`src/rtl/shadow_regbank_pkg.sv`:
```
package shadow_regbank_pkg;
    typedef enum logic [1:0] {
        SEL_XFER = 2'b00,
        SEL_WK   = 2'b01,
        SEL_NV   = 2'b10,
        SEL_BOTH = 2'b11
    } sel_e;

    localparam logic [3:0] REG_CTL = 4'd4;
    localparam logic [3:0] REG_ALL = 4'hF;
endpackage

```
`src/rtl/shadow_cmd_decode.sv`:
```
module shadow_cmd_decode
    import shadow_regbank_pkg::*;
#(
    parameter int NUM_CH = 4,
    localparam int NREG  = NUM_CH + 1
) (
    input  logic            valid_i,
    input  logic [1:0]      sel_i,
    input  logic [3:0]      reg_i,
    output logic [NREG-1:0] tgt_o,
    output logic            wr_wk_o,
    output logic            wr_nv_o,
    output logic            xfer_o
);
    logic bcast;
    logic any_tgt;

    assign bcast = (reg_i == REG_ALL) && (sel_i == SEL_WK);

    for (genvar i = 0; i < NUM_CH; i++) begin : g_ch
        assign tgt_o[i] = bcast || (reg_i == 4'(i));
    end
    assign tgt_o[NUM_CH] = (reg_i == REG_CTL);

    assign any_tgt = valid_i && (tgt_o != '0);
    assign wr_wk_o = any_tgt && sel_i[0];
    assign wr_nv_o = any_tgt && sel_i[1];
    assign xfer_o  = any_tgt && (sel_i == SEL_XFER);
endmodule

```
`src/rtl/nv_busy_timer.sv`:
```
module nv_busy_timer #(
    parameter int BUSY_CYCLES = 1_500_000,
    localparam int CW = $clog2(BUSY_CYCLES + 1)
) (
    input  logic clk,
    input  logic rst_n,
    input  logic start_i,
    output logic busy_o
);
    logic [CW-1:0] cnt_d, cnt_q;

    always_comb begin
        cnt_d = cnt_q;
        if (start_i) begin
            cnt_d = CW'(BUSY_CYCLES);
        end else if (cnt_q != '0) begin
            cnt_d = cnt_q - 1'b1;
        end
    end

    always_ff @(posedge clk or negedge rst_n) begin
        if (!rst_n) cnt_q <= '0;
        else        cnt_q <= cnt_d;
    end

    assign busy_o = (cnt_q != '0);
endmodule

```
`src/rtl/shadow_regbank.sv`:
```
module shadow_regbank
    import shadow_regbank_pkg::*;
#(
    parameter int NUM_CH      = 4,
    parameter int DW          = 8,
    parameter int BUSY_CYCLES = 1_500_000,
    localparam int NREG       = NUM_CH + 1
) (
    input  logic                 clk,
    input  logic                 rst_n,
    input  logic                 nv_rst_n,
    input  logic                 cmd_valid,
    input  logic [1:0]           cmd_sel,
    input  logic [3:0]           cmd_reg,
    input  logic [DW-1:0]        cmd_data,
    input  logic                 bus_stop,
    input  logic [1:0]           rd_sel,
    input  logic [3:0]           rd_reg,
    output logic [DW-1:0]        rd_data,
    output logic [NUM_CH*DW-1:0] ch_o,
    output logic [DW-1:0]        ctl_o,
    output logic [NUM_CH-1:0]    ch_upd_o,
    output logic                 busy_o,
    output logic                 nv_reject_o
);
    typedef logic [NREG-1:0][DW-1:0] bank_t;

    typedef struct packed {
        bank_t             regs;
        logic [NUM_CH-1:0] upd;
        logic              pend;
        logic              load;
    } wk_state_t;

    wk_state_t wk_d, wk_q;
    bank_t     nv_d, nv_q;

    logic [NREG-1:0] dec_tgt;
    logic            dec_wk, dec_nv, dec_xfer;
    logic            tmr_start, tmr_busy, nv_busy, reject;

    shadow_cmd_decode #(.NUM_CH(NUM_CH)) dec_i (
        .valid_i (cmd_valid),
        .sel_i   (cmd_sel),
        .reg_i   (cmd_reg),
        .tgt_o   (dec_tgt),
        .wr_wk_o (dec_wk),
        .wr_nv_o (dec_nv),
        .xfer_o  (dec_xfer)
    );

    nv_busy_timer #(.BUSY_CYCLES(BUSY_CYCLES)) tmr_i (
        .clk     (clk),
        .rst_n   (rst_n),
        .start_i (tmr_start),
        .busy_o  (tmr_busy)
    );

    assign tmr_start = wk_q.pend && bus_stop;
    assign nv_busy   = wk_q.pend || tmr_busy;

    always_comb begin
        wk_d     = wk_q;
        nv_d     = nv_q;
        wk_d.upd = '0;
        reject   = 1'b0;
        if (tmr_start) wk_d.pend = 1'b0;
        if (wk_q.load) begin
            wk_d.load = 1'b0;
            wk_d.regs = nv_q;
        end else begin
            reject = dec_nv && nv_busy;
            if (!reject) begin
                for (int i = 0; i < NREG; i++) begin
                    if (dec_tgt[i]) begin
                        if (dec_wk)   wk_d.regs[i] = cmd_data;
                        if (dec_xfer) wk_d.regs[i] = nv_q[i];
                        if (dec_nv)   nv_d[i]      = cmd_data;
                    end
                end
                for (int i = 0; i < NUM_CH; i++) begin
                    wk_d.upd[i] = dec_tgt[i] && (dec_wk || dec_xfer);
                end
                if (dec_nv) wk_d.pend = 1'b1;
            end
        end
    end

    always_ff @(posedge clk or negedge rst_n) begin
        if (!rst_n) begin
            wk_q      <= '0;
            wk_q.load <= 1'b1;
        end else begin
            wk_q <= wk_d;
        end
    end

    always_ff @(posedge clk or negedge nv_rst_n) begin
        if (!nv_rst_n) nv_q <= '0;
        else           nv_q <= nv_d;
    end

    always_comb begin
        rd_data = '0;
        for (int i = 0; i < NUM_CH; i++) begin
            if (rd_reg == 4'(i)) begin
                if (rd_sel == SEL_WK) rd_data = wk_q.regs[i];
                if (rd_sel == SEL_NV) rd_data = nv_q[i];
            end
        end
        if (rd_reg == REG_CTL) begin
            if (rd_sel == SEL_WK) rd_data = wk_q.regs[NUM_CH];
            if (rd_sel == SEL_NV) rd_data = nv_q[NUM_CH];
        end
    end

    assign ch_o        = wk_q.regs[NUM_CH-1:0];
    assign ctl_o       = wk_q.regs[NUM_CH];
    assign ch_upd_o    = wk_q.upd;
    assign busy_o      = wk_q.load || nv_busy;
    assign nv_reject_o = reject;
endmodule

```
`config.mk`:
```
export PLATFORM = sky130hd
export DESIGN_NAME = shadow_regbank
export DESIGN_NICKNAME = d
export VERILOG_FILES = /design/src/rtl/shadow_regbank_pkg.sv /design/src/rtl/shadow_cmd_decode.sv /design/src/rtl/nv_busy_timer.sv /design/src/rtl/shadow_regbank.sv
export SDC_FILE = /design/constraint.sdc
export NUM_CORES = 1
export LEC_CHECK = 0
export ABC_AREA = 1
export BUFFER_PORTS_ARGS = -buffer_cell sky130_fd_sc_hd__buf_4
export CORE_AREA = 4 4 115 117
export DETAILED_ROUTE_END_ITERATION = 6
export DIE_AREA = 0 0 119 121
export PLACE_DENSITY = 0.87
export SYNTH_ARGS = -nofsm -noshare
export SYNTH_HDL_FRONTEND = slang
export SYNTH_HIERARCHICAL = 1
export SYNTH_SLANG_ARGS = --single-unit
```
`constraint.sdc`:
```
create_clock -name clk -period 2.4 [get_ports clk]
set_clock_uncertainty 0.2 [all_clocks]
set_input_delay 0.12 -clock clk [delete_from_list [all_inputs] [get_ports clk]]
set_output_delay 0.12 -clock clk [all_outputs]
set_load 0.02 [all_outputs]
```
==> flow_metrics.env, run 1 <==
export IMPL_diodes=0
export IMPL_startpoint="tmr_i/cnt_q[11]"
export IMPL_vdd_drop_max_v=0.000542
export IMPL_start_util=0.533
export IMPL_worst_path_largest_cell_delay_ns=0.43
export IMPL_synth_distinct_cells=35
export IMPL_dp_cells=1142
export IMPL_max_cap_violations=0
export IMPL_p_sw_uw=1500
export IMPL_post_route_drc_count=0
export IMPL_fmax_mhz=437
export IMPL_crit_type="register to output pin"
export IMPL_grt_start_max_net_pins=68
export IMPL_grt_use_total=0.279
export IMPL_r2r_slack_ns=0.13
export IMPL_p_leak_uw=0.00376
export IMPL_io_buffers=78
export IMPL_syn_area_um2=6600
export IMPL_root_buffer="clkbuf_16"
export IMPL_power_density_nw_per_um2=620
export IMPL_routed_wl_mm=19.4
export IMPL_nNetsFinal=1021
export IMPL_firstDrtPassIters=6
export IMPL_numCtsBuffers=9
export IMPL_ys_seq_elements=107
export IMPL_cp_max_fo=6
export IMPL_num_vias=6580
export IMPL_finalCritPeriodShare=0.954
export IMPL_antenna_found_initial=0
export IMPL_cp_num_buf_inv=3
export IMPL_worstPathRequired_ns=2.08
export IMPL_hp_class="input pin to register"
export IMPL_setup_viol=0
export IMPL_cts_sinks=107
export IMPL_cpMostUsedCell="buf_4"
export IMPL_tightestPinTransition_ns=0.637
export IMPL_grt_pass1_vias=6148
export IMPL_row_count=41
export IMPL_drive_gt1_frac=0.177
export IMPL_crit_family="simple AND/OR/NAND/NOR gates"
export IMPL_grt_pass1_wl_mm=31.7
export IMPL_synth_edff_count=0
export IMPL_synthArstFlopShare=1.00
export IMPL_outcome="finished, final reports clean"
export IMPL_clockBufferDepth=2
export IMPL_worst_hold_slack_ns=0.0822
export IMPL_hold_violations=0
export IMPL_synthesis_nets=968
export IMPL_slowest_stage="dfrtp_1"
export IMPL_startpoint_type="register"
export IMPL_seqPwrFrac=0.456
export IMPL_dieWidth_um=119
export IMPL_drtIter0Drc=763
export IMPL_vias_per_cell=5.62
export IMPL_ant_nets=0
export IMPL_clk_transition_reported_paths_ns=0.08
export IMPL_worstPathArrival_ns=1.97
export IMPL_ios=79
export IMPL_reg2reg_depth=11
export IMPL_rsz0062_at_grt="true"
export IMPL_synth_warnings=6
export IMPL_die_h_um=121
export IMPL_final_area_um2=7650
export IMPL_clk_latency_ns=0.36
export IMPL_area_delta_synth_final_pct=16.1
export IMPL_relSlewSlack=0.574
export IMPL_synthFlopType="dfrtp_1"
export IMPL_cp_endpoint="nv_reject_o"
export IMPL_overflow=0
export IMPL_pwr_share_clk=0.351
export IMPL_h_tree_depth=3
export IMPL_seq_area_frac_synth=0.406
export IMPL_swShare=0.316
export IMPL_wire_per_inst_um=16.6
export IMPL_dp_hpwl_mm=13.6
export IMPL_internal_power_uw=3250
export IMPL_final_cells=1171
export IMPL_syn_inst=941
export IMPL_crit_path_cell_trace="nor2_2 -> nand2_2 -> inv_1 -> nand4_1 -> o21ai_2 -> buf_4 -> nor2_1 -> buf_4"
export IMPL_worst_path_stages=8
export IMPL_p_comb_frac=0.193
export IMPL_place_congestion=0.960
export IMPL_slew_violations=0
export IMPL_die_area_um2=14400
export IMPL_postPlaceCellArea_um2=7150
export IMPL_endpoint_kind="output pin"
export IMPL_worst_r2r_endpoint="nv_q[20]"
export IMPL_reg2reg_from="tmr_i/cnt_q[11]"
export IMPL_post_synth_cell_area_avg_um2=7.01
export IMPL_worst_slack_ns=0.109
export IMPL_power_uw=4750
export IMPL_cts_tree="built"
export IMPL_coreArea_um2=12400
export IMPL_place_ws_ns=0.138
export IMPL_finalCriticalPeriod_ns=2.29
-- layout make-up --
class	count	area [um2]
Clock buffer	9	225
Clock inverter	7	105
Fill cell	1112	4710
Inverter	73	279
Multi-Input combinational cell	683	3190
Sequential cell	107	2680
Tap cell	172	215
Timing Repair Buffer	120	958
-- placed cells by master (no fill, tap or decap), types with 2 or more instances in the layout --
cell and instances:
a21o_1 3, a21oi_1 10, buf_4 103, buf_6 4
bufinv_16 2, clkbuf_16 9, dfrtp_1 105, dlygate4sd3_1 12
ha_1 2, inv_1 69, inv_2 3, inv_6 2
inv_8 2, nand2_1 300, nand2_2 11, nand3_1 171
nand3b_1 4, nand4_1 8, nor2_1 46, nor2_2 22
nor2_4 8, nor3_1 3, o21ai_0 69, o21ai_1 8
o21ai_2 3, o31ai_1 2, or2_1 3, xor2_1 2
-- worst min-delay path, stage by stage --
cell	delay [ns]
buf_4	0.12
o31ai_1	0.12
inv_1	0.07
nor2_1	0.04
nand2_1	0.08
nor2_1	0.05
-- synthesized netlist by cell type (all sizes together) (3+ instances only) --
cell,count,area share
nand2,312,0.18
nand3,171,0.13
dfrtp,106,0.40
o21ai,80,0.062
nor2,77,0.060
inv,72,0.041
buf,61,0.063
clkbuf,17,0.0097
a21oi,10,0.0076
nand4,9,0.011
nand3b,4,0.0046
a21o,3,0.0034
nor3,3,0.0023
or2,3,0.0028
-- registers in the layout, indices dropped and copies added, names as in the netlist --
name,cells
ch_o,32
tmr_i/cnt_q,21
nv_q,40
ch_upd_o,4
ctl_o,8
wk_q,2
-- power groups by stage --
stage | sequential, uW | clock (uW) | combinational (uW)
after global routing | 2190 | 1760 | 1020
after global placement | 2180 | 0 | 853
after detailed placement | 2190 | 0 | 876
final | 2160 | 1670 | 917
after floorplan | 2130 | 0 | 643
after CTS | 2150 | 1680 | 895
-- stage by stage --
| stage | utilization | TNS, ns |
|---|---|---|
| after floorplan | - | 0 |
| after global placement | 0.578 | 0 |
| after detailed placement | 0.578 | 0 |
| after CTS | 0.615 | 0 |
| after global routing | 0.619 | -0.432 |
| final | 0.619 | 0 |
-- logic make-up after synthesis --
family,after synthesis,synth area share
and+or+nand+nor,580,0.394
AOI/OAI and AO/OA,98,0.0784
DFF,107,0.406
adders and majority gates,2,0.00379
buffers and inverters,151,0.115
other,1,0.000569
xor gates and xnor gates,2,0.00266
-- repair_timing --
action / in CTS / in global routing
endpoints found under the setup margin: 0 / 82
setup buffers: 0 / 1
hold buffers: 12 / 0
resized for setup: 0 / 16
hold endpoints to repair: 140 / 0
-- worst min path at each step --
stage / from / end / cells past startpoint
detailed placement: nv_rst_n / nv_q[18] / 1
global route: cmd_reg[0] / ch_upd_o[2] / 6
CTS: cmd_reg[0] / ch_upd_o[2] / 6
finish: cmd_reg[0] / ch_upd_o[2] / 6
floorplan: rst_n / ch_o[0] / 0
global placement: nv_rst_n / nv_q[17] / 1
-- routing by layer --
metal | vias to the layer above | routed length (um) | global-route usage
met4 | 0 | 829 | 0.138
li1 | 3118 | - | -
met2 | 400 | 8570 | 0.415
met1 | 2989 | 7850 | 0.376
met5 | - | 0 | 0
met3 | 73 | 2180 | 0.0755
Note: power is estimated with default switching activity, not from simulation.
==> run 2: changes to the inputs <==
--- a/config.mk
+++ b/config.mk
@@ -7,10 +7,11 @@
 export LEC_CHECK = 0
 export ABC_AREA = 1
 export BUFFER_PORTS_ARGS = -buffer_cell sky130_fd_sc_hd__buf_4
-export CORE_AREA = 4 4 115 117
+export CORE_AREA = 2 2 113 115
 export DETAILED_ROUTE_END_ITERATION = 6
-export DIE_AREA = 0 0 119 121
+export DIE_AREA = 0 0 115 117
 export PLACE_DENSITY = 0.87
+export RECOVER_POWER = 50
 export SYNTH_ARGS = -nofsm -noshare
 export SYNTH_HDL_FRONTEND = slang
 export SYNTH_HIERARCHICAL = 1
==> flow_metrics.env, run 2 (synthesis gave the netlist of run 1 again) <==
export IMPL_start_util=0.536
export IMPL_worst_slack_ns=0.123
export IMPL_h_tree_depth=3
export IMPL_worst_hold_slack_ns=0.00812
export IMPL_clk_latency_ns=0.36
export IMPL_vias_per_cell=5.76
export IMPL_endpoint_kind="output pin"
export IMPL_ant_nets=0
export IMPL_failed_checks="capacitance limit, slew limit"
export IMPL_p_sw_uw=1450
export IMPL_wire_per_inst_um=16.9
export IMPL_finalCritPeriodShare=0.949
export IMPL_num_vias=6589
export IMPL_clockBufferDepth=2
export IMPL_grt_start_max_net_pins=68
export IMPL_postPlaceCellArea_um2=7100
export IMPL_outcome="finished with violations"
export IMPL_grt_use_total=0.299
export IMPL_final_cells=1143
export IMPL_routed_wl_mm=19.3
export IMPL_cts_tree="built"
export IMPL_tightestPinTransition_ns=1.78
export IMPL_grt_pass1_vias=6203
export IMPL_regMostFlops="nv_q"
export IMPL_largest_reg_flops=40
export IMPL_row_count=41
export IMPL_swShare=0.317
export IMPL_root_buffer="clkbuf_16"
export IMPL_post_route_drc_count=0
export IMPL_cp_max_fo=6
export IMPL_startpoint_type="register"
export IMPL_seqPwrFrac=0.472
export IMPL_numCtsBuffers=9
export IMPL_p_leak_uw=0.00354
export IMPL_fin_tns_setup_ns=0
export IMPL_dp_cells=1119
export IMPL_antenna_found_initial=0
export IMPL_setup_viol=0
export IMPL_p_comb_frac=0.185
export IMPL_hold_violations=0
export IMPL_clk_transition_reported_paths_ns=0.08
export IMPL_overflow=0
export IMPL_vdd_drop_max_v=0.000510
export IMPL_die_area_um2=13500
export IMPL_grt_pass1_wl_mm=31.1
export IMPL_dieWidth_um=115
export IMPL_final_area_um2=7340
export IMPL_drive_gt1_frac=0.127
export IMPL_worstPathArrival_ns=1.96
export IMPL_diodes=0
export IMPL_crit_type="register to output pin"
export IMPL_ios=79
export IMPL_die_h_um=117
export IMPL_power_density_nw_per_um2=622
export IMPL_place_ws_ns=0.171
export IMPL_dp_hpwl_mm=13.4
export IMPL_pwr_share_clk=0.342
export IMPL_area_delta_synth_final_pct=11.3
export IMPL_nNetsFinal=1016
export IMPL_fmax_mhz=439
export IMPL_place_congestion=0.959
export IMPL_coreArea_um2=12300
export IMPL_finalCriticalPeriod_ns=2.28
export IMPL_hp_class="input pin to register"
export IMPL_internal_power_uw=3120
export IMPL_cts_sinks=107
export IMPL_worstPathRequired_ns=2.08
export IMPL_mostFrequentLayoutCells="nand2_1 (300), nand3_1 (171), dfrtp_1 (106)"
export IMPL_relSlewSlack=-0.188
export IMPL_io_buffers=78
export IMPL_slew_violations=68
export IMPL_layout_commonest_cell="nand2_1"
export IMPL_drtIter0Drc=933
export IMPL_firstDrtPassIters=5
export IMPL_max_cap_violations=1
run 2: cell types whose count changed in the layout (fill, tap and decap cells not counted), moves of 3 or more:
| cell | delta |
|---|---|
| dlygate4sd3_1 | -3 |
| o21ai_1 | +3 |
| nor2_4 | -3 |
| clkbuf_1 | +44 |
| buf_4 | -44 |
| buf_6 | -3 |
run 2: worst paths after layout:
| check | start | end | slack, ns | cells after the start |
|---|---|---|---|---|
| min in group asynchronous | nv_rst_n | nv_q[34] | 0.29 | 2 |
| worst min register to register | nv_q[29] | nv_q[29] | 0.31 | 2 |
| worst min-delay path | cmd_data[0] | nv_q[32] | 0.008 | 3 |
| worst max register to register | tmr_i/cnt_q[8] | nv_q[33] | 0.15 | 11 |
| max in group asynchronous | rst_n | ch_o[3] | 0.37 | 2 |
| worst max-delay path | tmr_i/cnt_q[8] | nv_reject_o | 0.12 | 8 |
run 2: area by class of cell:
class	count	area (um2)
inverters	73	279
flip-flops and latches	107	2680
clock inverters	4	57.6
fillers	1144	4970
multi-input cells	683	3170
well taps	150	188
clock buffers	11	253
repair buffers	115	719
run 2: power groups by stage:
stage          logic, uW  registers [uW]  clock network, uW
2_1_floorplan        643            2130                  0
3_3_place_gp         847            2180                  0
3_5_place_dp         873            2180                  0
4_1_cts              887            2150               1580
5_1_grt              936            2180               1660
6_report             845            2160               1560
run 2: per-stage QoR:
| stage | total power, uW | util |
|---|---|---|
| floorplan | 2770 | - |
| finish | 4560 | 0.596 |
| CTS | 4610 | 0.609 |
| global placement | 3030 | 0.577 |
| global route | 4770 | 0.596 |
| detailed placement | 3060 | 0.577 |
run 2: what timing repair did:
action,in CTS,in global routing
buffers inserted,0,0
endpoints found under the setup margin,0,38
hold buffers,9,0
gates resized for setup,0,8
hold endpoints to repair,131,0
run 2: per-layer routing:
metal  wire length, um  up-vias  GRT usage
met5                 0        -          0
met4               893        0      0.153
met1              7630     2991      0.381
met2              8990      423      0.486
li1                  -     3098          -
met3              1800       77     0.0597
run 2: worst max-delay path: stages, from the launching register on:
cell and delay, ns:
dfrtp_1 0.43, nor2_2 0.19, nand2_2 0.13, inv_1 0.11, nand4_1 0.19, o21ai_1 0.18, buf_4 0.15, nor2_1 0.05
buf_4 0.17
